### src/rtl/flagged_alu_pkg.sv
package flagged_alu_pkg;

    typedef enum logic [3:0] {
        OP_ADD  = 4'b0000,
        OP_ADDC = 4'b0001,
        OP_SUB  = 4'b0010,
        OP_SUBC = 4'b0011,
        OP_MUL  = 4'b0100,
        OP_MULC = 4'b0101,
        OP_AND  = 4'b0110,
        OP_OR   = 4'b0111,
        OP_XOR  = 4'b1000,
        OP_SHL  = 4'b1001,
        OP_SHR  = 4'b1010,
        OP_INV  = 4'b1011,
        OP_CMP  = 4'b1100,
        OP_INC  = 4'b1101,
        OP_DEC  = 4'b1110,
        OP_NONE = 4'b1111
    } alu_op_e;

    typedef struct packed {
        logic carry;
        logic sign;
        logic ovf;
        logic zero;
    } alu_flags_t;

    function automatic logic is_arith(alu_op_e op);
        return (op inside {OP_ADD, OP_ADDC, OP_SUB, OP_SUBC, OP_MUL,
                           OP_MULC, OP_CMP, OP_INC, OP_DEC});
    endfunction

endpackage

### src/rtl/alu_arith_unit.sv
module alu_arith_unit
    import flagged_alu_pkg::*;
#(
    parameter int W = 32
) (
    input  alu_op_e        op,
    input  logic [W-1:0]   a,
    input  logic [W-1:0]   b,
    input  logic           cin,
    output logic [W-1:0]   res,
    output logic           cout,
    output logic           cupd,
    output logic           ovf
);
    localparam int EW = W + 2;

    logic           sub_mode;
    logic           extra;
    logic [W-1:0]   rhs;
    logic [W:0]     sum_u, dif_u;
    logic [EW-1:0]  sum_s, dif_s, exact;
    logic [W-1:0]   prod;

    always_comb begin
        sub_mode = 1'b0;
        extra    = 1'b0;
        rhs      = b;
        unique case (op)
            OP_ADDC: extra = cin;
            OP_SUB,
            OP_CMP:  sub_mode = 1'b1;
            OP_SUBC: begin sub_mode = 1'b1; extra = cin; end
            OP_INC:  rhs = W'(1);
            OP_DEC:  begin sub_mode = 1'b1; rhs = W'(1); end
            default: ;
        endcase
    end

    assign sum_u = {1'b0, a} + {1'b0, rhs} + {{W{1'b0}}, extra};
    assign dif_u = {1'b0, a} - {1'b0, rhs} - {{W{1'b0}}, extra};
    assign sum_s = {{2{a[W-1]}}, a} + {{2{rhs[W-1]}}, rhs} + {{(EW-1){1'b0}}, extra};
    assign dif_s = {{2{a[W-1]}}, a} - {{2{rhs[W-1]}}, rhs} - {{(EW-1){1'b0}}, extra};
    assign exact = sub_mode ? dif_s : sum_s;
    assign prod  = (a * b) + {{(W-1){1'b0}}, (op == OP_MULC) ? cin : 1'b0};

    always_comb begin
        if (op == OP_MUL || op == OP_MULC) begin
            res  = prod;
            cout = 1'b0;
            cupd = 1'b0;
            ovf  = 1'b0;
        end else begin
            res  = sub_mode ? dif_u[W-1:0] : sum_u[W-1:0];
            cout = sub_mode ? dif_u[W] : sum_u[W];
            cupd = 1'b1;
            ovf  = !((exact[EW-1] == exact[EW-2]) && (exact[EW-2] == exact[EW-3]));
        end
    end

endmodule

### src/rtl/alu_logic_unit.sv
module alu_logic_unit
    import flagged_alu_pkg::*;
#(
    parameter int W = 32
) (
    input  alu_op_e        op,
    input  logic [W-1:0]   a,
    input  logic [W-1:0]   b,
    output logic [W-1:0]   res,
    output logic           cout,
    output logic           cupd
);
    localparam int SW = $clog2(W);

    logic [SW-1:0] amt;
    logic [W:0]    shl_w;
    logic [W:0]    shr_w;

    assign amt   = b[SW-1:0];
    assign shl_w = {1'b0, a} << amt;
    assign shr_w = {a, 1'b0} >> amt;

    always_comb begin
        res  = '0;
        cout = 1'b0;
        cupd = 1'b0;
        unique case (op)
            OP_AND: res = a & b;
            OP_OR:  res = a | b;
            OP_XOR: res = a ^ b;
            OP_INV: res = ~a;
            OP_SHL: begin
                res  = shl_w[W-1:0];
                cout = shl_w[W];
                cupd = (amt != '0);
            end
            OP_SHR: begin
                res  = shr_w[W:1];
                cout = shr_w[0];
                cupd = (amt != '0);
            end
            default: ;
        endcase
    end

endmodule

### src/rtl/alu_flag_reg.sv
module alu_flag_reg
    import flagged_alu_pkg::*;
(
    input  logic        clk,
    input  logic        rst_n,
    input  logic        load,
    input  alu_flags_t  next_flags,
    output alu_flags_t  flags
);
    always_ff @(posedge clk or negedge rst_n) begin
        if (!rst_n)
            flags <= '0;
        else if (load)
            flags <= next_flags;
    end
endmodule

### src/rtl/flagged_alu.sv
module flagged_alu
    import flagged_alu_pkg::*;
#(
    parameter int W = 32
) (
    input  logic          clk,
    input  logic          rst_n,
    input  logic          en_i,
    input  logic [3:0]    op_i,
    input  logic [W-1:0]  a_i,
    input  logic [W-1:0]  b_i,
    input  logic          carry_i,
    output logic [W-1:0]  result_o,
    output logic          wr_o,
    output logic          carry_o,
    output logic          sign_o,
    output logic          ovf_o,
    output logic          zero_o
);
    alu_op_e     op;
    logic [W-1:0] ar_res, lg_res;
    logic        ar_cout, ar_cupd, ar_ovf;
    logic        lg_cout, lg_cupd;
    logic        use_arith, op_valid;
    logic        new_carry, new_ovf, carry_upd;
    alu_flags_t  nxt, cur;

    assign op = alu_op_e'(op_i);

    alu_arith_unit #(.W(W)) u_arith (
        .op(op), .a(a_i), .b(b_i), .cin(carry_i),
        .res(ar_res), .cout(ar_cout), .cupd(ar_cupd), .ovf(ar_ovf)
    );

    alu_logic_unit #(.W(W)) u_logic (
        .op(op), .a(a_i), .b(b_i),
        .res(lg_res), .cout(lg_cout), .cupd(lg_cupd)
    );

    assign use_arith = is_arith(op);
    assign op_valid  = (op != OP_NONE);

    always_comb begin
        if (!op_valid)
            result_o = '0;
        else if (use_arith)
            result_o = ar_res;
        else
            result_o = lg_res;
    end

    assign new_carry = use_arith ? ar_cout : lg_cout;
    assign carry_upd = use_arith ? ar_cupd : lg_cupd;
    assign new_ovf   = use_arith ? ar_ovf  : 1'b0;

    always_comb begin
        nxt.carry = carry_upd ? new_carry : cur.carry;
        nxt.sign  = result_o[W-1];
        nxt.ovf   = new_ovf;
        nxt.zero  = (result_o == '0);
    end

    assign wr_o = en_i && op_valid && (op != OP_CMP);

    alu_flag_reg u_flags (
        .clk(clk), .rst_n(rst_n), .load(en_i && op_valid),
        .next_flags(nxt), .flags(cur)
    );

    assign carry_o = cur.carry;
    assign sign_o  = cur.sign;
    assign ovf_o   = cur.ovf;
    assign zero_o  = cur.zero;

endmodule

### config.mk
export PLATFORM = sky130hd
export DESIGN_NAME = flagged_alu
export DESIGN_NICKNAME = d
export VERILOG_FILES = /design/src/rtl/flagged_alu_pkg.sv /design/src/rtl/alu_arith_unit.sv /design/src/rtl/alu_logic_unit.sv /design/src/rtl/alu_flag_reg.sv /design/src/rtl/flagged_alu.sv
export SDC_FILE = /design/constraint.sdc
export NUM_CORES = 2
export LEC_CHECK = 0
export BUFFER_PORTS_ARGS = -buffer_cell sky130_fd_sc_hd__buf_2
export CORE_ASPECT_RATIO = 0.8
export CORE_MARGIN = 5
export CORE_UTILIZATION = 60
export CTS_CLUSTER_DIAMETER = 100
export CTS_CLUSTER_SIZE = 25
export DETAILED_ROUTE_END_ITERATION = 10
export GPL_TIMING_DRIVEN = 0
export PLACE_DENSITY = 0.85
export REMOVE_ABC_BUFFERS = 1
export SLEW_MARGIN = 20
export SYNTH_ARGS = -nofsm -noshare
export SYNTH_HDL_FRONTEND = slang
export SYNTH_SLANG_ARGS = --single-unit
### constraint.sdc
create_clock -name clk -period 19 [get_ports clk]
set_clock_uncertainty 0.2 [all_clocks]
set_input_delay 3.8 -clock clk [delete_from_list [all_inputs] [get_ports clk]]
set_output_delay 3.8 -clock clk [all_outputs]
set_load 0.01 [all_outputs]
==> metrics.md <==
| Metric | Value |
|---|---|
| R2R setup slack | `17.70 ns` |
| Predominant post-synthesis flop cell | `dfrtp_1` |
| Final worst-path cycle share | `92.57%` |
| Seq/Total Area, Yosys | `0.3441%` |
| RR Startpoint | `u_flags.flags[3]` |
| RD Place Congestion | `1.098` |
| Max Fanout on Critical Path | `24` |
| Largest regs | `u_flags.flags x4` |
| FF-to-FF path depth | `4` |
| Final setup violation count | `0` |
| PortBufs | `108` |
| H-tree depth | `1` |
| Setup bufs post-CTS | `0` |
| Total gr overflow | `0` |
| Unrepaired setup endpoints after global routing | `false` |
| Worst skew pair latency | `0.23 ns` |
| Slew Limit Headroom | `5.410%` |
| WL final | `139.0 mm` |
| Min Tclk post-route | `17.59 ns` |
| Fraction of registers with async set/reset | `100.0%` |
| TritonCTS clock tree | `done` |
| Share of cells above drive strength 1 | `6.804%` |
| Cell variety after synth | `99` |
| Slew @ Worst Pin | `1.408 ns` |
| TNS Setup | `0 ns` |
| CTS Buf Count | `3` |
| Yosys warns | `0` |
| Clock Tree Buf Depth | `2` |
| Max reg flops | `4` |
| CP Launch Type | `primary input` |
| WHS Path Cells | `1` |
| PostCTS Resize Cnt | `0` |
| Min-Delay Endpoint | `u_flags.flags[2]` |
| Clk slew on worst S/H paths | `0.03 ns` |
| CP Data Required Time | `15.00 ns` |
| Reg2reg end | `u_flags.flags[3]` |
| Largest Register | `u_flags.flags` |
| # IOs | `109` |
| Area contributors post-synth | `fa_1 28%, ha_1 14%, inv_1 6.9%` |
| Share of the synthesized area in the top cell type | `28.49%` |
| DRT Pass-1 Iters | `8` |
| Post-Syn Area | `29090 sq um` |
| Sequential cell area | `100.1 sq um` |
| Residual DRC | `0` |
| Final Slew Violations | `0` |
| Half-perimeter wire length after placement | `104.7 mm` |
| Hold WC Path Type | `reg -> reg` |
| Layout area overhead | `2.791%` |
| Cell taking the most area after synthesis | `fa_1` |
| Vias in the first global route | `29920` |
| Max Cap Viol | `0` |
| Worst setup EP type | `output pin` |
| F_max | `0.05686 GHz` |
| Chip Height | `207.0 microns` |
| Fillers | `4188` |
| Syn Inst Count | `3787` |
| Post-synth EDFFs | `0` |
| All-Layer GR Usage | `50.86%` |
| Routed wire length per instance | `32.13 microns` |
| Status | `finished clean` |
| Vias/cell | `7.174` |
| WS Path Type | `in -> out` |
| Core box area | `48200 sq um` |
| Iter 0 DRT Violations | `5055` |
| Hold buffers post-CTS | `0` |
| Die X | `256.2 microns` |
| Hold Fails Final Rpt | `0` |
| Pin count of the biggest net entering global routing | `68` |
| Final nets | `4496` |
| Initial antenna violation count | `9` |
| # rows | `72` |
| Multi-input logic area | `26000 sq um` |
| Routed via count | `31030` |
| CP Data Arrival Time | `13.59 ns` |
| Initial core utilization | `60.36%` |
| Die area | `53020 sq um` |
| First-pass GRT wire length | `199.7 mm` |
| Synthesized flop and latch total | `4` |
| Min-Delay Startpoint | `u_flags.flags[2]` |
| Most common cell in the synthesized netlist | `inv_1` |
| DRT antenna net count | `0` |
| Syn avg cell area | `7.682 sq um` |
| Clk sink count | `4` |
| CTS root buf | `clkbuf_16` |
| Post-synth top cells | `533 x inv_1, 521 x nor2_1, 414 x fa_1` |
==> area by class of cell <==
type                       count  share of cell area (%)
antenna                        7                 0.05858
clock buffer                   3                  0.2510
inverter                     562                   7.075
multi-input combinational   2994                   86.95
sequential                     4                  0.3347
tap                          629                   2.632
timing repair buffer         126                   2.703
==> worst max path at each step <==
| stage | to | slack, ns | start |
|---|---|---|---|
| 2_1_floorplan | result_o[31] | 4.06 | b_i[3] |
| 3_3_place_gp | result_o[29] | 0.40 | b_i[1] |
| 3_5_place_dp | result_o[29] | 1.88 | a_i[5] |
| 4_1_cts | result_o[29] | 1.83 | a_i[5] |
| 5_1_grt | result_o[29] | 1.46 | a_i[7] |
| 6_report | result_o[29] | 1.41 | a_i[7] |
==> kinds of logic after synthesis <==
kind of cell    share of synthesized area, %
mux                                    5.647
compound gates                         17.70
simple gates                           18.93
buf+inv                                10.51
xor+xnor                               4.666
flops                                 0.3441
fa+ha+maj                              42.21
==> worst max-delay path, cell delays in order <==
cell and delay [ns]:
buf_2 0.67, clkinv_1 1.25, nor2_1 0.47, fa_1 0.47
inv_1 0.08, fa_1 0.16, inv_1 0.05, fa_1 0.47
inv_1 0.05, fa_1 0.47, inv_1 0.06, fa_1 0.48
fa_1 0.61, fa_1 0.46, fa_1 0.46, ha_1 0.43
and2_1 0.25, and2_1 0.27, nand4_1 0.14, o22ai_1 0.43
nor4_1 0.15, o31ai_1 0.43, xor2_1 0.14, a221oi_1 0.68
o21ai_0 0.37, buf_2 0.24
==> through the flow <==
step	instance area [sq um]	hold slack [ns]	util (%)	cells	setup WS (ns)
5_1_grt	29890	0.3429	62.01	4318	1.456
3_3_place_gp	29470	0.2719	61.15	4297	0.3979
3_5_place_dp	29810	0.2780	61.85	4315	1.885
6_report	29900	0.3229	62.05	4325	1.412
2_1_floorplan	28150	0.3168	-	3560	4.065
4_1_cts	29880	0.3201	62.01	4318	1.829
==> cells in the final DEF, fill, tap and decap left out, types with 46 or more instances in the layout <==
cell type,count
a21oi_1,188
buf_2,108
fa_1,414
ha_1,319
inv_1,528
mux2i_1,46
mux4_2,49
nand2_1,388
nand3_1,49
nor2_1,519
nor3_1,52
o21ai_0,118
xnor2_1,123
==> routing by layer <==
metal	GRT usage, %	routed length (microns)	part of all wire (%)
met1	68.02	51760	37
met2	66.58	50260	36
met3	27.52	27810	20
met4	24.64	9032	6.5
met5	0.4480	124	0.089
Power is not shown: default switching activity piles up to over one toggle a cycle in this logic, so the estimate is an artifact.
